===== src/rtl/fb_pkg.sv =====
package fb_pkg;
  localparam int unsigned BANK_W = 7;
  localparam int unsigned BASE_W = 21;
  localparam int unsigned FLD_W  = 11;
  localparam int unsigned LINE_W = 10;
  localparam int unsigned DATA_W = 32;
  localparam logic [3:0]  FMT_8BPP  = 4'b1011;
  localparam logic [3:0]  FMT_16BPP = 4'b1100;
endpackage


===== src/rtl/fb_end_calc.sv =====
module fb_end_calc #(
  parameter int unsigned FLD_W  = 11,
  parameter int unsigned LINE_W = 10,
  parameter int unsigned CNT_W  = 23,
  localparam int unsigned WPL_W = FLD_W - 1,
  localparam int unsigned PRD_W = FLD_W + LINE_W + 1
) (
  input  logic [CNT_W-1:0]  base_w_i,
  input  logic [WPL_W-1:0]  wpl_i,
  input  logic [WPL_W-1:0]  skw_i,
  input  logic [LINE_W-1:0] lines_m1_i,
  output logic [CNT_W-1:0]  end_w_o
);
  logic [FLD_W-1:0]  stride;
  logic [LINE_W:0]   rows;
  logic [PRD_W-1:0]  span;

  always_comb begin
    stride  = {1'b0, wpl_i} + {1'b0, skw_i};
    rows    = {1'b0, lines_m1_i} + 1'b1;
    span    = PRD_W'(stride) * PRD_W'(rows);
    end_w_o = base_w_i + CNT_W'(span);
  end
endmodule


===== src/rtl/fb_addr_seq.sv =====
module fb_addr_seq #(
  parameter int unsigned BANK_W = 7,
  parameter int unsigned BASE_W = 21,
  parameter int unsigned FLD_W  = 11,
  parameter int unsigned LINE_W = 10,
  localparam int unsigned CNT_W  = BASE_W + 2,
  localparam int unsigned WPL_W  = FLD_W - 1,
  localparam int unsigned ADDR_W = BANK_W + BASE_W + 1
) (
  input  logic              clk_i,
  input  logic              rst_ni,
  input  logic              enable_i,
  input  logic [BANK_W-1:0] bank_i,
  input  logic [BASE_W-1:0] base_i,
  input  logic [FLD_W-1:0]  width_i,
  input  logic [FLD_W-1:0]  skip_i,
  input  logic [LINE_W-1:0] lines_m1_i,
  input  logic              ready_i,
  input  logic [CNT_W-1:0]  end_w_i,
  output logic [CNT_W-1:0]  base_w_o,
  output logic [WPL_W-1:0]  wpl_o,
  output logic [WPL_W-1:0]  skw_o,
  output logic [LINE_W-1:0] lines_m1_o,
  output logic              valid_o,
  output logic [ADDR_W-1:0] addr_o,
  output logic              done_o
);
  logic              run_q, done_q;
  logic [BANK_W-1:0] bank_q;
  logic [CNT_W-1:0]  base_q, line_q, cur_q;
  logic [WPL_W-1:0]  wpl_q, skw_q, col_q;
  logic [LINE_W-1:0] lines_q;

  logic              accept, last_col, frame_end;
  logic [CNT_W-1:0]  next_line;

  always_comb begin
    accept    = run_q & ready_i;
    last_col  = (col_q == wpl_q - 1'b1);
    next_line = line_q + CNT_W'(wpl_q) + CNT_W'(skw_q);
    frame_end = last_col & (next_line == end_w_i);
  end

  always_ff @(posedge clk_i or negedge rst_ni) begin
    if (!rst_ni) begin
      run_q   <= 1'b0;
      done_q  <= 1'b0;
      bank_q  <= '0;
      base_q  <= '0;
      line_q  <= '0;
      cur_q   <= '0;
      wpl_q   <= '0;
      skw_q   <= '0;
      col_q   <= '0;
      lines_q <= '0;
    end else begin
      done_q <= 1'b0;
      if (!enable_i) begin
        run_q <= 1'b0;
      end else if (!run_q || (accept && frame_end)) begin
        // frame start: sample configuration, drop LSBs for word alignment
        run_q   <= 1'b1;
        done_q  <= run_q;
        bank_q  <= bank_i;
        base_q  <= CNT_W'(base_i[BASE_W-1:1]);
        line_q  <= CNT_W'(base_i[BASE_W-1:1]);
        cur_q   <= CNT_W'(base_i[BASE_W-1:1]);
        wpl_q   <= width_i[FLD_W-1:1];
        skw_q   <= skip_i[FLD_W-1:1];
        lines_q <= lines_m1_i;
        col_q   <= '0;
      end else if (accept) begin
        if (last_col) begin
          col_q  <= '0;
          line_q <= next_line;
          cur_q  <= next_line;
        end else begin
          col_q <= col_q + 1'b1;
          cur_q <= cur_q + 1'b1;
        end
      end
    end
  end

  assign base_w_o   = base_q;
  assign wpl_o      = wpl_q;
  assign skw_o      = skw_q;
  assign lines_m1_o = lines_q;
  assign valid_o    = run_q;
  assign done_o     = done_q;
  assign addr_o     = {bank_q, cur_q[BASE_W-2:0], 2'b00};

  p_stall_hold_r6: assert property (@(posedge clk_i) disable iff (!rst_ni)
    valid_o && !ready_i && enable_i |=> valid_o && $stable(addr_o));

  p_col_bound_r3: assert property (@(posedge clk_i) disable iff (!rst_ni)
    run_q && (wpl_q != 0) |-> col_q < wpl_q);

  p_line_in_range_r4: assert property (@(posedge clk_i) disable iff (!rst_ni)
    run_q && (wpl_q != 0) |-> line_q < end_w_i);

  p_done_reload_r5: assert property (@(posedge clk_i) disable iff (!rst_ni)
    done_q |-> run_q && (cur_q == base_q) && (col_q == '0));

  p_bank_fixed_r2: assert property (@(posedge clk_i) disable iff (!rst_ni)
    run_q && $past(run_q) && !done_q |-> $stable(bank_q));
endmodule


===== src/rtl/fb_data_fmt.sv =====
module fb_data_fmt #(
  parameter int unsigned DATA_W = 32,
  localparam int unsigned NBYTE = DATA_W / 8,
  localparam int unsigned HALF  = DATA_W / 2
) (
  input  logic              clk_i,
  input  logic              rst_ni,
  input  logic [DATA_W-1:0] data_i,
  input  logic              valid_i,
  input  logic              swap_byte_i,
  input  logic              swap_half_i,
  input  logic [3:0]        fmt_i,
  input  logic              off_en_i,
  input  logic [7:0]        off_i,
  output logic [DATA_W-1:0] data_o,
  output logic              valid_o
);
  logic [DATA_W-1:0] byte_sw, half_sw, with_off;
  logic              add_off;

  assign add_off = off_en_i && (fmt_i == fb_pkg::FMT_8BPP);

  for (genvar i = 0; i < NBYTE; i += 2) begin : g_bswap
    assign byte_sw[i*8 +: 8]     = swap_byte_i ? data_i[(i+1)*8 +: 8] : data_i[i*8 +: 8];
    assign byte_sw[(i+1)*8 +: 8] = swap_byte_i ? data_i[i*8 +: 8]     : data_i[(i+1)*8 +: 8];
  end

  assign half_sw = swap_half_i ? {byte_sw[HALF-1:0], byte_sw[DATA_W-1:HALF]} : byte_sw;

  for (genvar i = 0; i < NBYTE; i++) begin : g_lane
    assign with_off[i*8 +: 8] = half_sw[i*8 +: 8] + (add_off ? off_i : 8'h00);
  end

  always_ff @(posedge clk_i or negedge rst_ni) begin
    if (!rst_ni) begin
      data_o  <= '0;
      valid_o <= 1'b0;
    end else begin
      valid_o <= valid_i;
      if (valid_i) data_o <= with_off;
    end
  end

  p_lat_r9: assert property (@(posedge clk_i) disable iff (!rst_ni)
    valid_i |=> valid_o);

  p_idle_r9: assert property (@(posedge clk_i) disable iff (!rst_ni)
    !valid_i |=> !valid_o);
endmodule


===== src/rtl/fb_scan_addr_gen.sv =====
module fb_scan_addr_gen #(
  parameter int unsigned BANK_W = fb_pkg::BANK_W,
  parameter int unsigned BASE_W = fb_pkg::BASE_W,
  parameter int unsigned FLD_W  = fb_pkg::FLD_W,
  parameter int unsigned LINE_W = fb_pkg::LINE_W,
  parameter int unsigned DATA_W = fb_pkg::DATA_W,
  localparam int unsigned CNT_W  = BASE_W + 2,
  localparam int unsigned WPL_W  = FLD_W - 1,
  localparam int unsigned ADDR_W = BANK_W + BASE_W + 1
) (
  input  logic              clk_i,
  input  logic              rst_ni,
  input  logic              enable_i,
  input  logic [BANK_W-1:0] bank_i,
  input  logic [BASE_W-1:0] base_i,
  input  logic [FLD_W-1:0]  width_i,
  input  logic [FLD_W-1:0]  skip_i,
  input  logic [LINE_W-1:0] lines_m1_i,
  input  logic              fetch_ready_i,
  output logic              fetch_valid_o,
  output logic [ADDR_W-1:0] fetch_addr_o,
  output logic              frame_done_o,
  input  logic [DATA_W-1:0] rdata_i,
  input  logic              rdata_valid_i,
  input  logic              swap_byte_i,
  input  logic              swap_half_i,
  input  logic [3:0]        pix_fmt_i,
  input  logic              pal_off_en_i,
  input  logic [7:0]        pal_off_i,
  output logic [DATA_W-1:0] pix_data_o,
  output logic              pix_valid_o
);
  logic [CNT_W-1:0]  base_w, end_w;
  logic [WPL_W-1:0]  wpl, skw;
  logic [LINE_W-1:0] lines_m1;

  fb_addr_seq #(.BANK_W(BANK_W), .BASE_W(BASE_W), .FLD_W(FLD_W), .LINE_W(LINE_W)) u_seq (
    .clk_i, .rst_ni, .enable_i, .bank_i, .base_i, .width_i, .skip_i, .lines_m1_i,
    .ready_i    (fetch_ready_i),
    .end_w_i    (end_w),
    .base_w_o   (base_w),
    .wpl_o      (wpl),
    .skw_o      (skw),
    .lines_m1_o (lines_m1),
    .valid_o    (fetch_valid_o),
    .addr_o     (fetch_addr_o),
    .done_o     (frame_done_o)
  );

  fb_end_calc #(.FLD_W(FLD_W), .LINE_W(LINE_W), .CNT_W(CNT_W)) u_end (
    .base_w_i   (base_w),
    .wpl_i      (wpl),
    .skw_i      (skw),
    .lines_m1_i (lines_m1),
    .end_w_o    (end_w)
  );

  fb_data_fmt #(.DATA_W(DATA_W)) u_fmt (
    .clk_i, .rst_ni,
    .data_i      (rdata_i),
    .valid_i     (rdata_valid_i),
    .swap_byte_i,
    .swap_half_i,
    .fmt_i       (pix_fmt_i),
    .off_en_i    (pal_off_en_i),
    .off_i       (pal_off_i),
    .data_o      (pix_data_o),
    .valid_o     (pix_valid_o)
  );
endmodule


===== config.mk =====
export PLATFORM = sky130hd
export DESIGN_NAME = fb_scan_addr_gen
export DESIGN_NICKNAME = d
export VERILOG_FILES = /design/src/rtl/fb_pkg.sv /design/src/rtl/fb_end_calc.sv /design/src/rtl/fb_addr_seq.sv /design/src/rtl/fb_data_fmt.sv /design/src/rtl/fb_scan_addr_gen.sv
export SDC_FILE = /design/constraint.sdc
export NUM_CORES = 1
export LEC_CHECK = 0
export BUFFER_PORTS_ARGS = -buffer_cell sky130_fd_sc_hd__buf_2
export CORE_AREA = 3 3 206 208
export DETAILED_ROUTE_END_ITERATION = 10
export DIE_AREA = 0 0 209 211
export PLACE_DENSITY_LB_ADDON = 0.3
export SKIP_LAST_GASP = 1
export SLEW_MARGIN = 20
export SYNTH_ARGS = -nofsm -noshare
export SYNTH_HDL_FRONTEND = slang
export SYNTH_HIERARCHICAL = 1
export SYNTH_SLANG_ARGS = --single-unit

===== constraint.sdc =====
create_clock -name clk_i -period 11.2 [get_ports clk_i]
set_input_delay 0.56 -clock clk_i [delete_from_list [all_inputs] [get_ports clk_i]]
set_output_delay 0.56 -clock clk_i [all_outputs]
set_load 0.02 [all_outputs]

==> key figures, run 1 <==
CTS
  • # resized after CTS: 0
  • Clock buffer count from CTS: 17
  • CTS tree: built
  • Post CTS Setup Buffer Count: 0
  • Worst-Skew Late Latency: 0.49 ns
  • Hold Buf Count CTS: 0
  • Clock-pin slew on the worst setup and hold paths: 0.06 ns
  • H-tree Lvls: 4
  • Clock Path Buffers: 2
  • CTS sink cnt: 145
  • CTS Root Cell: clkbuf_16

Yosys
  • Post-synth EDFFs: 0
  • Syn Area/Cell: 9.15 sq um
  • Syn Inst Count: 1780
  • Commonest cells in the netlist: inv_1, nand2_1, dfrtp_1
  • Largest cells by area after synthesis: dfrtp_1, fa_1, ha_1, xnor2_1, inv_1
  • Synth top area share: 22.3%
  • Cell Area, Synth: 16300 sq um
  • Most frequent cell after synthesis: inv_1
  • Post-synth top area cell: dfrtp_1
  • Post-synthesis sequential area ratio: 22.3%
  • Synth async-reset ratio: 100%
  • Primary FF master, synth: dfrtp_1
  • Synthesis-stage register bit count: 145
  • Yosys warns: 6
  • Yosys cell types: 102

Timing
  • Hold Vio Cnt, Final: 0
  • TNS Setup: 0 ns
  • Final period util: 90.6%
  • Max-slew violation count: 0
  • RSZ-0062 raised after global routing: false
  • Least-Margin Pin Slew: 1.11 ns
  • Final setup vio count: 0
  • Slew margin rel.: 25.8%
  • Fmax: 98.5 MHz
  • Period minus WS final: 10.15 ns
  • Clk_skew: 0.0175 ns

Drt
  • Via count: 13.9k
  • Via-per-instance ratio: 5.69
  • First-pass iteration count of the detailed router: 7
  • Drt total wl: 47700 microns
  • ANT nets after route: 0
  • Drc violations: 0
  • DR iter-0 viols: 943
  • WL/cell: 19.6 microns

Placed design
  • GP Congestion: 0.898
  • Post-Place Cell Area: 17500 sq um
  • HPWL Detailed: 37700 microns
  • Port Buffers: 170

Global routing
  • Global-route wire length before repair: 76400 microns
  • Met3 usage: 4.43%
  • Largest net degree at the start of global routing: 93
  • Vias in the first global route: 14.2k
  • Met1 Use GR: 27.7%
  • Met2 GRT Util: 36.3%
  • Grt ovf: 0
  • Layer carrying the most global-route usage: met2
  • Antenna violations before repair: 3
  • Gr usage total: 22.0%

Worst setup path
  • Worst Path Max Fanout: 37
  • CP endpoint kind: register
  • Cell mode on critical path: fa_1
  • Critical Path Start Type: register
  • Critical Path Start: u_seq/wpl_o[0]
  • Kind of critical path: register to register
  • Reg2Reg Setup Slack: 1.05 ns
  • Worst path max stage delay: 0.82 ns
  • RR Startpoint: u_seq/wpl_o[0]
  • Worst path arrival time: 10.51 ns
  • Worst Path Required: 11.56 ns
  • Max stage delay cell, worst path: xor2_1

Floorplanning
  • Cell Rows: 74
  • Die height: 211 microns
  • Core Area: 40700 sq um
  • # IOs: 176
  • Initial Util: 40.0%
  • Die area: 44100 sq um
  • Chip Width: 209 microns

Final layout
  • Nets: 2218
  • Share of layout cells above drive strength 1: 16.1%
  • Ant diodes: 0
  • Final Cell Area: 18100 sq um
  • Synth-to-layout area growth: 11.1%

Run status
  • Status: complete, no violations

Run
  • # Max-Cap Violations: 0

Hold path
  • Hold Path Class: input port to async pin
cell usage in the layout, fill, tap and decap left out, drive strengths merged, types with 28 or more instances in the layout:
cell     n
inv    186
buf    182
nand2  157
dfrtp  145
nor2   131
fa     114
ha      98
xnor2   94
a21oi   91
o21ai   67
mux2    59
nand3   48
xor2    41
mux4    29
nor3    28
registers in the layout, indices dropped and copies added (netlist names):
signal            cells
u_fmt/data_o         32
u_fmt/valid_o         1
u_seq/bank_q          7
u_seq/base_w_o       20
u_seq/col_q          10
u_seq/cur_q          20
u_seq/done_o          1
u_seq/line_q         23
u_seq/lines_m1_o     10
u_seq/skw_o          10
u_seq/valid_o         1
u_seq/wpl_o          10
critical path: cells and delay by family, from the launching register on:
| kind | cells | cell delay [ns] |
|---|---|---|
| DFF | 1 | 0.52 |
| AOI/OAI and AO/OA | 9 | 2.07 |
| xor gates and xnor gates | 3 | 1.40 |
| muxes | 1 | 0.35 |
| buffers and inverters | 4 | 0.47 |
| adders and majority gates | 8 | 3.58 |
| and+or+nand+nor | 7 | 1.59 |
per-layer routing:
metal  wire [microns]  share of wire, %
met2            22800                48
met4             2190               4.6
met3             2820               5.9
met5               33             0.069
met1            19900                42
through the flow:
step | hold WS, ns | util [%] | setup slack, ns | std cells
detailed placement | 0.472 | 42.9 | 0.982 | 2407
floorplan | 0.264 | - | 2.66 | 1784
global route | 0.208 | 44.4 | 0.278 | 2439
finish | 0.154 | 44.4 | 1.05 | 2439
CTS | 0.172 | 44.3 | 0.967 | 2439
global placement | 0.470 | 42.9 | 1.16 | 2407
kinds of logic after synthesis:
logic type,after synthesis,share of synthesized area (%)
and+or+nand+nor,547,16.9
AOI/OAI and AO/OA,355,15.2
buffers and inverters,277,7.05
adders and majority gates,219,22.0
DFF,145,22.3
xor gates and xnor gates,139,7.82
muxes,97,8.71
other,1,0.0230
cell type report:
class	instances	area, sq um
Clock buffer	19	443
Clock inverter	13	128
Fill cell	4019	22600
Inverter	186	698
Multi-Input combinational cell	1362	11600
Sequential cell	145	3630
Tap cell	532	666
Timing Repair Buffer	182	960
path summary, 6_finish.rpt:
path,end,cells past startpoint
worst max-delay path,u_seq/lines_m1_o[1],32
worst min-delay path,u_seq/lines_m1_o[0],1
worst max register to register,u_seq/lines_m1_o[1],32
worst min register to register,u_seq/bank_q[6],1
max in group asynchronous,u_seq/bank_q[3],2
min in group clk_i,u_seq/bank_q[5],2
Power of run 1 is left out: the tool's default activity adds up to more than one toggle a clock period on the data nets, which glitch-free logic cannot reach.
==> run 2, diff against run 1 <==
--- a/config.mk
+++ b/config.mk
@@ -9,7 +9,6 @@
 export CORE_AREA = 3 3 206 208
 export DETAILED_ROUTE_END_ITERATION = 10
 export DIE_AREA = 0 0 209 211
-export PLACE_DENSITY_LB_ADDON = 0.3
 export SKIP_LAST_GASP = 1
 export SLEW_MARGIN = 20
 export SYNTH_ARGS = -nofsm -noshare
==> key figures, run 2 (synthesis gave the netlist of run 1 again) <==
Timing
  • Clk_skew: 0.0167 ns (-0.000753 ns)
  • Fin Hold WS: 0.216 ns (+0.0615 ns)
  • Fmax: 98.8 MHz (+0.28%)
  • Least-Margin Pin Slew: 1.05 ns (-0.0526 ns)
  • Slew margin rel.: 29.3% (+3.5 points)
  • TNS Setup: 0 ns (unchanged)
  • RSZ-0062 raised after global routing: false
  • Max-slew violation count: 0 (unchanged)
  • Final period util: 90.4% (-0.25 points)
  • Final setup vio count: 0 (unchanged)
  • Period minus WS final: 10.12 ns (-0.0279 ns)
  • Hold Vio Cnt, Final: 0 (unchanged)

Drt
  • M1 WL: 19600 microns (-1.8%)
  • WL/cell: 19.4 microns (-0.66%)
  • DR iter-0 viols: 1039 (+10%)
  • Drt total wl: 47500 microns (-0.54%)
  • First-pass iteration count of the detailed router: 6 (-1)
  • ANT nets after route: 0 (unchanged)
  • Via-per-instance ratio: 5.70 (+0.12%)
  • Drc violations: 0 (unchanged)
  • Wire length on met2: 23400 microns (+2.8%)
  • Metal3 WL: 2710 microns (-3.8%)
  • Max layer used: met5
  • Via count: 13.9k (+0.24%)

Global routing
  • Vias in the first global route: 13.9k (-2.0%)
  • Global-route wire length before repair: 76000 microns (-0.60%)
  • Grt ovf: 0 (unchanged)
  • Largest net degree at the start of global routing: 96 (+3.2%)
  • Antenna violations before repair: 2 (-1)
  • Gr usage total: 21.8% (-0.23 points)

Worst setup path
  • Delay-heaviest family, CP: adder cells
  • Reg2Reg Depth: 35 (+9.4%)
  • Max stage delay cell, worst path: fa_1
  • Buf/Inv on CP: 4 (unchanged)
  • Worst Path Required: 11.54 ns (-0.02 ns)
  • CP endpoint kind: register
  • Cell mode on critical path: fa_1
  • Worst Path Max Fanout: 30 (-19%)
  • Kind of critical path: register to register
  • Critical Path Start Type: register
  • Worst path arrival time: 10.46 ns (-0.05 ns)
  • RR Endpoint: u_seq/lines_m1_o[5]
  • Reg2Reg Setup Slack: 1.08 ns (+0.03 ns)
  • RR Startpoint: u_seq/wpl_o[0]
  • Worst path max stage delay: 0.58 ns (-0.24 ns)

Floorplanning
  • Core Area: 40700 sq um (unchanged)
  • Die area: 44100 sq um (unchanged)
  • # IOs: 176 (unchanged)
  • Initial Util: 40.0% (unchanged)
  • Die height: 211 microns (unchanged)
  • Chip Width: 209 microns (unchanged)
  • Cell Rows: 74 (unchanged)

Final layout
  • Share of layout cells above drive strength 1: 16.1% (-0.025 points)
  • Fillers: 4007 (-0.30%)
  • Sequential Area: 3630 sq um (unchanged)
  • Multi-input gate area: 11500 sq um (-0.22%)
  • Leading registers by flop count: u_fmt/data_o: 32 flops, u_seq/line_q: 23 flops
  • Max reg flops: 32 (unchanged)
  • Ant diodes: 0 (unchanged)
  • Synth-to-layout area growth: 11.0% (about the same)
  • Top reg by flops: u_fmt/data_o
  • Most frequent cells in the layout: inv_1, buf_2, nand2_1
  • Nets: 2221 (+0.14%)
  • Most common cell after layout, fill and taps aside: inv_1

CTS
  • # resized after CTS: 0 (unchanged)
  • Post CTS Setup Buffer Count: 0 (unchanged)
  • CTS sink cnt: 145 (unchanged)
  • Clock-pin slew on the worst setup and hold paths: 0.07 ns (about the same)
  • CTS tree: built
  • CTS Root Cell: clkbuf_16
  • Clock Path Buffers: 2 (unchanged)
  • Clock buffer count from CTS: 17 (unchanged)
  • Worst-Skew Late Latency: 0.46 ns (-0.03 ns)
  • H-tree Lvls: 4 (unchanged)
  • Hold Buf Count CTS: 0 (unchanged)

Run status
  • Status: complete, no violations

Placed design
  • GP Congestion: 0.919 (+2.3%)
  • Port Buffers: 170 (unchanged)
  • HPWL Detailed: 37400 microns (-0.74%)

Run
  • # Max-Cap Violations: 0 (unchanged)

Hold path
  • Hold Path Class: input port to async pin
==> run 2: cell types whose count changed in the layout (fill, tap and decap cells not counted), sizes merged <==
cell and delta:
buf +3, bufinv -1, clkbuf -1, clkinv -3
inv +5
==> run 2: layout make-up <==
type | instances | area share, %
multi-input cells | 1362 | 63.8
flip-flops and latches | 145 | 20.1
repair buffers | 185 | 5.43
inverters | 186 | 3.86
well taps | 532 | 3.68
clock buffers | 18 | 2.43
clock inverters | 14 | 0.678
==> run 2: how the worst max path moves through the flow <==
stage,end,depth (start not counted),slack [ns],start
finish,u_seq/lines_m1_o[5],35,1.08,u_seq/wpl_o[0]
global route,u_seq/bank_q[3],34,0.44,u_seq/wpl_o[0]
CTS,u_seq/lines_m1_o[5],35,1.11,u_seq/wpl_o[0]
detailed placement,u_seq/lines_m1_o[5],35,1.15,u_seq/wpl_o[0]
global placement,u_seq/lines_m1_o[1],35,1.30,u_seq/wpl_o[0]
floorplan,u_seq/wpl_o[0],36,2.66,u_seq/wpl_o[0]
==> run 2: metrics by stage <==
step	instance area, sq um	util, %	instances	setup WS [ns]
2_1_floorplan	16300	-	1784	2.66
3_3_place_gp	17500	43.0	2410	1.30
3_5_place_dp	17500	43.0	2410	1.15
4_1_cts	18100	44.4	2442	1.11
5_1_grt	18100	44.4	2442	0.442
6_report	18100	44.4	2442	1.08
==> run 2: metal layers <==
metal  global-route usage [%]  vias to the layer above
met4                     8.24                        2
met2                     37.6                      495
met5                        0                        -
li1                         -                     6439
met1                     27.4                     6893
met3                     3.88                       88
==> run 2: worst register-to-register path, delay by kind of cell (launching register included) <==
kind | cells | cell delay (ns)
DFF | 1 | 0.50
xor gates and xnor gates | 3 | 1.04
muxes | 1 | 0.37
adders and majority gates | 8 | 3.54
and+or+nand+nor | 6 | 1.49
AOI/OAI and AO/OA | 13 | 2.56
buffers and inverters | 4 | 0.52
Power of run 2 is left out for the same reason.
